===== src/rtl/cmd_crc7_pkg.sv =====
package cmd_crc7_pkg;

  // Where the bit counter sits within a token
  typedef enum logic [2:0] {
    PH_IDLE,
    PH_SKIP,
    PH_COV,
    PH_CRC,
    PH_END
  } phase_e;

  // Per-token settings latched on tok_start
  typedef struct packed {
    logic long_fmt;
    logic tx_mode;
  } tok_cfg_t;

endpackage


===== src/rtl/crc7_framer.sv =====
module crc7_framer
  import cmd_crc7_pkg::*;
#(
  parameter int CRC_W      = 7,
  parameter int SHORT_SKIP = 0,
  parameter int SHORT_COV  = 40,
  parameter int LONG_SKIP  = 8,
  parameter int LONG_COV   = 120,
  parameter int END_BITS   = 1,
  parameter int POS_W      = 8,
  parameter int K_W        = 3
) (
  input  logic           clk,
  input  logic           rst,
  input  logic           tok_start,
  input  logic           long_fmt,
  input  logic           tx_mode,
  input  logic           bit_vld,
  output logic           step,
  output logic           tx_q,
  output phase_e         phase,
  output logic [K_W-1:0] crc_idx
);

  tok_cfg_t         cfg_q;
  logic [POS_W-1:0] pos_q;
  logic             active_q;

  logic [POS_W-1:0] skip_n;
  logic [POS_W-1:0] cov_end;
  logic [POS_W-1:0] crc_end;
  logic [POS_W-1:0] last_pos;
  logic [POS_W-1:0] idx_full;

  always_comb begin
    skip_n   = cfg_q.long_fmt ? POS_W'(LONG_SKIP) : POS_W'(SHORT_SKIP);
    cov_end  = skip_n + (cfg_q.long_fmt ? POS_W'(LONG_COV) : POS_W'(SHORT_COV));
    crc_end  = cov_end + POS_W'(CRC_W);
    last_pos = crc_end + POS_W'(END_BITS) - POS_W'(1);
    idx_full = pos_q - cov_end;
  end

  always_comb begin
    if (!active_q)            phase = PH_IDLE;
    else if (pos_q < skip_n)  phase = PH_SKIP;
    else if (pos_q < cov_end) phase = PH_COV;
    else if (pos_q < crc_end) phase = PH_CRC;
    else                      phase = PH_END;
  end

  assign crc_idx = idx_full[K_W-1:0];
  assign step    = bit_vld && active_q && !tok_start;
  assign tx_q    = cfg_q.tx_mode;

  always_ff @(posedge clk) begin
    if (rst) begin
      cfg_q    <= '0;
      pos_q    <= '0;
      active_q <= 1'b0;
    end else if (tok_start) begin
      cfg_q.long_fmt <= long_fmt;
      cfg_q.tx_mode  <= tx_mode;
      pos_q          <= '0;
      active_q       <= 1'b1;
    end else if (step) begin
      pos_q <= pos_q + POS_W'(1);
      if (pos_q == last_pos) active_q <= 1'b0;
    end
  end

endmodule


===== src/rtl/crc7_lfsr.sv =====
module crc7_lfsr #(
  parameter int             W    = 7,
  parameter logic [W-1:0]   POLY = 7'h09
) (
  input  logic         clk,
  input  logic         rst,
  input  logic         clr,
  input  logic         en,
  input  logic         din,
  output logic [W-1:0] crc
);

  logic [W-1:0] crc_q;
  logic [W-1:0] nxt;
  logic         fb;

  assign fb     = din ^ crc_q[W-1];
  assign nxt[0] = fb;

  // One tap per polynomial term; the x^W term is the feedback itself
  for (genvar i = 1; i < W; i++) begin : g_tap
    if (POLY[i]) begin : g_xor
      assign nxt[i] = crc_q[i-1] ^ fb;
    end else begin : g_pass
      assign nxt[i] = crc_q[i-1];
    end
  end

  always_ff @(posedge clk) begin
    if (rst || clr) crc_q <= '0;
    else if (en)    crc_q <= nxt;
  end

  assign crc = crc_q;

endmodule


===== src/rtl/crc7_tx_ser.sv =====
module crc7_tx_ser
  import cmd_crc7_pkg::*;
#(
  parameter int W   = 7,
  parameter int K_W = 3
) (
  input  logic           clk,
  input  logic           rst,
  input  logic           clr,
  input  logic           strobe,
  input  phase_e         phase,
  input  logic [K_W-1:0] crc_idx,
  input  logic           bit_in,
  input  logic [W-1:0]   crc,
  output logic           tx_bit,
  output logic           tx_vld
);

  logic [W-1:0] crc_sh;
  logic         sel_bit;

  assign crc_sh = crc << crc_idx;

  always_comb begin
    case (phase)
      PH_CRC:  sel_bit = crc_sh[W-1];
      PH_END:  sel_bit = 1'b1;
      default: sel_bit = bit_in;
    endcase
  end

  always_ff @(posedge clk) begin
    if (rst || clr) begin
      tx_bit <= 1'b0;
      tx_vld <= 1'b0;
    end else begin
      tx_vld <= strobe;
      if (strobe) tx_bit <= sel_bit;
    end
  end

endmodule


===== src/rtl/crc7_rx_cmp.sv =====
module crc7_rx_cmp
  import cmd_crc7_pkg::*;
#(
  parameter int W   = 7,
  parameter int K_W = 3
) (
  input  logic           clk,
  input  logic           rst,
  input  logic           clr,
  input  logic           strobe,
  input  phase_e         phase,
  input  logic [K_W-1:0] crc_idx,
  input  logic           bit_in,
  input  logic [W-1:0]   crc,
  output logic           crc_ok,
  output logic           crc_fail
);

  logic [W-1:0] crc_sh;
  logic         in_crc;
  logic         diff;
  logic         last;
  logic         mism_q;

  assign crc_sh = crc << crc_idx;
  assign in_crc = strobe && (phase == PH_CRC);
  assign diff   = bit_in ^ crc_sh[W-1];
  assign last   = (crc_idx == K_W'(W - 1));

  always_ff @(posedge clk) begin
    if (rst || clr) begin
      mism_q   <= 1'b0;
      crc_ok   <= 1'b0;
      crc_fail <= 1'b0;
    end else begin
      crc_ok   <= 1'b0;
      crc_fail <= 1'b0;
      if (in_crc) begin
        mism_q <= mism_q | diff;
        if (last) begin
          crc_ok   <= !(mism_q | diff);
          crc_fail <= mism_q | diff;
        end
      end
    end
  end

endmodule


===== src/rtl/cmd_crc7_unit.sv =====
module cmd_crc7_unit
  import cmd_crc7_pkg::*;
#(
  parameter int               CRC_W      = 7,
  parameter logic [CRC_W-1:0] POLY       = 7'h09,
  parameter int               SHORT_SKIP = 0,
  parameter int               SHORT_COV  = 40,
  parameter int               LONG_SKIP  = 8,
  parameter int               LONG_COV   = 120,
  parameter int               END_BITS   = 1
) (
  input  logic             clk,
  input  logic             rst,
  input  logic             tok_start,
  input  logic             long_fmt,
  input  logic             tx_mode,
  input  logic             bit_vld,
  input  logic             bit_in,
  output logic [CRC_W-1:0] crc_out,
  output logic             tx_bit,
  output logic             tx_vld,
  output logic             crc_ok,
  output logic             crc_fail
);

  localparam int LONG_LEN = LONG_SKIP + LONG_COV + CRC_W + END_BITS;
  localparam int POS_W    = $clog2(LONG_LEN + 1);
  localparam int K_W      = $clog2(CRC_W);

  logic           step;
  logic           tx_q;
  phase_e         phase;
  logic [K_W-1:0] crc_idx;

  crc7_framer #(
    .CRC_W(CRC_W), .SHORT_SKIP(SHORT_SKIP), .SHORT_COV(SHORT_COV),
    .LONG_SKIP(LONG_SKIP), .LONG_COV(LONG_COV), .END_BITS(END_BITS),
    .POS_W(POS_W), .K_W(K_W)
  ) framer_i (
    .clk(clk), .rst(rst), .tok_start(tok_start), .long_fmt(long_fmt),
    .tx_mode(tx_mode), .bit_vld(bit_vld), .step(step), .tx_q(tx_q),
    .phase(phase), .crc_idx(crc_idx)
  );

  crc7_lfsr #(.W(CRC_W), .POLY(POLY)) lfsr_i (
    .clk(clk), .rst(rst), .clr(tok_start),
    .en(step && (phase == PH_COV)), .din(bit_in), .crc(crc_out)
  );

  crc7_tx_ser #(.W(CRC_W), .K_W(K_W)) tx_i (
    .clk(clk), .rst(rst), .clr(tok_start), .strobe(step && tx_q),
    .phase(phase), .crc_idx(crc_idx), .bit_in(bit_in), .crc(crc_out),
    .tx_bit(tx_bit), .tx_vld(tx_vld)
  );

  crc7_rx_cmp #(.W(CRC_W), .K_W(K_W)) rx_i (
    .clk(clk), .rst(rst), .clr(tok_start), .strobe(step && !tx_q),
    .phase(phase), .crc_idx(crc_idx), .bit_in(bit_in), .crc(crc_out),
    .crc_ok(crc_ok), .crc_fail(crc_fail)
  );

endmodule


===== config.mk =====
export PLATFORM = sky130hd
export DESIGN_NAME = cmd_crc7_unit
export DESIGN_NICKNAME = d
export VERILOG_FILES = /design/src/rtl/cmd_crc7_pkg.sv /design/src/rtl/crc7_framer.sv /design/src/rtl/crc7_lfsr.sv /design/src/rtl/crc7_tx_ser.sv /design/src/rtl/crc7_rx_cmp.sv /design/src/rtl/cmd_crc7_unit.sv
export SDC_FILE = /design/constraint.sdc
export NUM_CORES = 1
export LEC_CHECK = 0
export CAP_MARGIN = 30
export CORE_UTILIZATION = 50
export CTS_CLUSTER_SIZE = 25
export DETAILED_ROUTE_END_ITERATION = 10
export HOLD_SLACK_MARGIN = 0.06
export PLACE_DENSITY = 0.73
export SKIP_LAST_GASP = 1
export SYNTH_ARGS = -nofsm -noshare
export SYNTH_HDL_FRONTEND = slang
export SYNTH_HIERARCHICAL = 1
export SYNTH_SLANG_ARGS = --single-unit

===== constraint.sdc =====
create_clock -name clk -period 3.95 [get_ports clk]
set_clock_uncertainty 0.05 [all_clocks]
set_input_delay 0.79 -clock clk [delete_from_list [all_inputs] [get_ports clk]]
set_output_delay 0.79 -clock clk [all_outputs]
set_load 0.05 [all_outputs]

==> flow_results.org <==
** Power and ir drop
- The design draws 385 uW.
- Power density over the cells :: roughly 240 nW/um^2
- The analysis attributes to cell leakage a power of ~0.56 nW.
- VDD sags by at most ~0.00031 V.

** Clock tree
- Maximum buffer depth of the clock tree :: 2
- Total CTS buffers :: 3
- The later pin in the worst-skew pair is clocked with a latency of approximately 0.31 ns.
- The number of hold buffers added after CTS was 0.
- Clock root cell :: clkbuf_4
- Total of cells resized after clock tree synthesis :: 0
- The clock drives 23 sinks.
- Clk pin slew, worst setup/hold paths :: ~0.13 ns
- After clock tree synthesis, the setup repair step added 0 buffers.
- In this run the number of H-tree levels came out at 1.
- Clock tree from TritonCTS :: built

** Worst hold path
- Worst Hold End :: lfsr_i/crc[0]
- Counting instances, the worst hold path has a depth of 2.
- The worst hold path begins at lfsr_i/crc[0].
- The tightest min-delay check is of the register to register type.

** Global route
- Met2 track demand over resource :: 33.7%
- Entering global routing, the biggest net connects 15 pins.
- Number of antenna violations at the first check in global routing :: 0
- Global routing finished with a remaining overflow of 0.
- The global routing stage identified its most utilized layer as met2.
- Global routing consumed, on the met3 layer, between 6 and 7% of the routing resources.
- First-pass GRT wire length :: between 4 and 5 mm
- Fraction of met1 tracks used by global routing :: 28.8%
- Global routing used 21.8% of the available tracks across all layers.
- Number of global-route vias before repair :: between 1000 and 1500

** Floorplanning
- For this design the top-level I/O count stands at 18.
- The total area inside the core boundary comes to between 2000 and 3000 um^2.
- From left edge to right edge, the die measures approximately 55 um.
- The initialized floorplan defines 18 standard-cell rows.
- The die is roughly 55 um tall.
- The die covers slightly above 3000 um^2.
- Once the floorplan was initialized, standard cells occupied approximately 55% of the core.

** Route
- The detail route stage leaves a number of antenna-violating nets equal to 0.
- DR iter-0 viols :: 20
- For this run, the detailed router's first-pass iteration total came to 4.
- In the routed design, unresolved DRC markers number 0.
- In the routed layout, each cell is associated on average with a via count of ~6.
- Detailed Route WL :: roughly 2.9 mm
- Dividing the detail-routed wire length by the instance count gives 14.7 um.
- Via count of the routed design :: 1168

** Critical path
- The worst register-to-register path has a depth of 8.
- The critical path runs through a total of 8 cells.
- The setup check on the worst reg-to-reg path leaves a slack of 1.16 ns.
- STA classifies the critical path endpoint as a register.
- On the critical path, the stage with the largest delay is an instance of or4_1.
- Broken down by cell family, the worst path's largest delay share belongs to simple AND/OR/NAND/NOR gates.
- Crit start category :: register
- Largest stage delay, worst path :: between 0.4 and 0.5 ns
- Beginning of the worst register-to-register path :: framer_i/pos_q[3]
- In this run the critical register-to-register path is captured at rx_i/crc_ok.
- Critical path buffer and inverter count :: 1
- CP max FO :: 6
- Cells along the critical path :: inv_1 > ha_1 > and3_1 > or4_1 > o2bb2ai_1 > nand4b_1 > or3_2 > o21ba_2
- Data arrives at the worst endpoint at about 3.0 ns.
- The setup path with the least slack is of type register to register.
- STA puts the critical path data required time at about 4.2 ns.

** Timing
- Number of hold violations in the final report :: 0
- Total of endpoints with negative setup slack in the final report :: 0
- The worst pin sits at a relative slew slack of between 60% and 70%.
- Max Fclk :: ~360 MHz
- Setup repair after global routing left no endpoint under its margin.
- Min setup slack post-route :: between 1 and 1.5 ns
- Transition at the pin with the smallest max-transition slack :: 0.543 ns
- The max-slew violation count was 0.
- In the finished design, the share of the clock period the worst path needs comes to 70.7%.
- Final setup TNS :: 0 ns
- Minimum clock period after layout :: 2.79 ns

** Synth
- When the netlist entered floorplanning its net count stood at between 150 and 200.
- Warnings, synthesis :: 6
- Register bit count reported by yosys :: 23
- Post-Synthesis Cells :: 156
- Synthesized area :: approximately 1400 um^2
- For this run, the leading register cell type out of synthesis is dfxtp_1.
- After synthesis, flip-flops and latches occupy 32.6% of the total area.
- Ys async rst share :: 0%
- Avg Synthesized Cell Area :: slightly above 9 um^2
- Unique cell type count in the Yosys netlist :: 51
- Count of flip-flops with a built-in enable after synthesis :: 0

** Placement
- Pre-CTS setup slack :: roughly 1.1 ns
- The congestion estimate from routability-driven global placement came to around 0.79.
- Quantity of I/O buffers inserted on ports :: 17
- Total half-perimeter wirelength after legalization and detailed placement :: approximately 2.1 mm

** Layout
- The area growth from synthesis to layout is 11.3%.
- Number of antenna diodes :: 0
- Leaving out fill and tap cells, the most frequent cells in the layout are dfxtp_1 (23), nor2_1 (19), clkdlybuf4s50_1 (17).
- The layout has ~230 filler cells.
- Most common library cell in the layout ignoring fill and taps :: dfxtp_1
- The post-route netlist has around 8.5% of its cells at a drive strength greater than 1.
- # nets final :: approximately 180

** Run
- Number of max-capacitance violations reported :: 0

** Status
- Run status :: complete, no violations
==> power breakdown <==
group          internal, mW  switching [mW]  total (mW)
registers             0.234         0.00497       0.239
clock network        0.0387          0.0718       0.110
logic                0.0162          0.0187      0.0349
total                 0.289          0.0955       0.385
==> stage by stage <==
| stage | instances | util (%) | cell area, um^2 | hold WS [ns] |
|---|---|---|---|---|
| after floorplan | 156 | - | 1410 | 0.425 |
| after global placement | 191 | 60.0 | 1540 | 0.466 |
| after detailed placement | 191 | 60.0 | 1540 | 0.474 |
| after CTS | 195 | 61.2 | 1570 | 0.494 |
| after global routing | 195 | 61.2 | 1570 | 0.528 |
| final | 195 | 61.2 | 1570 | 0.500 |
==> cells by family (layout without fill, tap and decap cells) <==
logic type	after synthesis	in the layout	share of synthesized area [%]
buf+inv	17	26	6.83
compound gates	28	28	15.2
xor+xnor	3	3	1.86
mux	13	13	9.22
fa+ha+maj	6	6	5.32
flops	23	23	32.6
simple gates	66	66	29.0
==> layout make-up <==
type                            count  area, um^2  share of cell area [%]
Inverter                            5        18.8                    1.19
Multi-Input combinational cell    116         855                    54.4
Timing Repair Buffer               17         170                    10.8
Clock buffer                        3        22.5                    1.43
Clock inverter                      1        7.51                   0.478
Sequential cell                    23         460                    29.3
Tap cell                           30        37.5                    2.39
==> worst reg2reg max path: stages, from the launching register on <==
cell and delay [ns]:
dfxtp_1 0.47, inv_1 0.10, ha_1 0.29, and3_1 0.18, or4_1 0.49, o2bb2ai_1 0.27
nand4b_1 0.18, or3_2 0.48, o21ba_2 0.24
==> worst max-delay path by stage <==
stage               slack (ns)             to               from
floorplan                 1.32  lfsr_i/crc[3]  framer_i/cfg_q[1]
global placement          1.15  lfsr_i/crc[3]          tok_start
detailed placement        1.11  lfsr_i/crc[3]            bit_vld
CTS                       1.15    rx_i/crc_ok  framer_i/cfg_q[1]
global route              1.01    rx_i/crc_ok  framer_i/cfg_q[1]
finish                    1.16    rx_i/crc_ok  framer_i/pos_q[3]
==> cells in the mapped netlist, drive strengths merged (2+ instances only) <==
cell     n  area, um^2
dfxtp   23         460
nor2    19        71.3
mux2i   13         130
buf     10        70.1
nand3    7        35.0
ha       6        75.1
a21oi    5        25.0
inv      5        18.8
or3      5        32.5
nand2    4        15.0
nor3     4        20.0
o21ai    4        20.0
nand2b   3        18.8
nand3b   3        22.5
nor2b    3        18.8
or4      3        22.5
a211oi   2        20.0
a22oi    2        20.0
and2     2        12.5
and4b    2        20.0
and4bb   2        25.0
clkbuf   2        7.51
nand4b   2        32.5
o211ai   2        15.0
o21ba    2        20.0
o311ai   2        17.5
o41ai    2        17.5
or2      2        12.5
xor2     2        17.5
==> registers in the layout (all words and copies together) (netlist names) <==
name	count
framer_i/active_q	1
framer_i/cfg_q	1
framer_i/pos_q	8
framer_i/tx_q	1
lfsr_i/crc	7
rx_i/crc_fail	1
rx_i/crc_ok	1
rx_i/mism_q	1
tx_i/tx_bit	1
tx_i/tx_vld	1
==> routing by layer <==
layer | up-vias | share of wire [%]
li1 | 588 | -
met1 | 536 | 46
met4 | 0 | 0.91
met3 | 4 | 7.4
met2 | 40 | 45
met5 | - | 0
No activity file was read; power rests on OpenSTA's default activity.
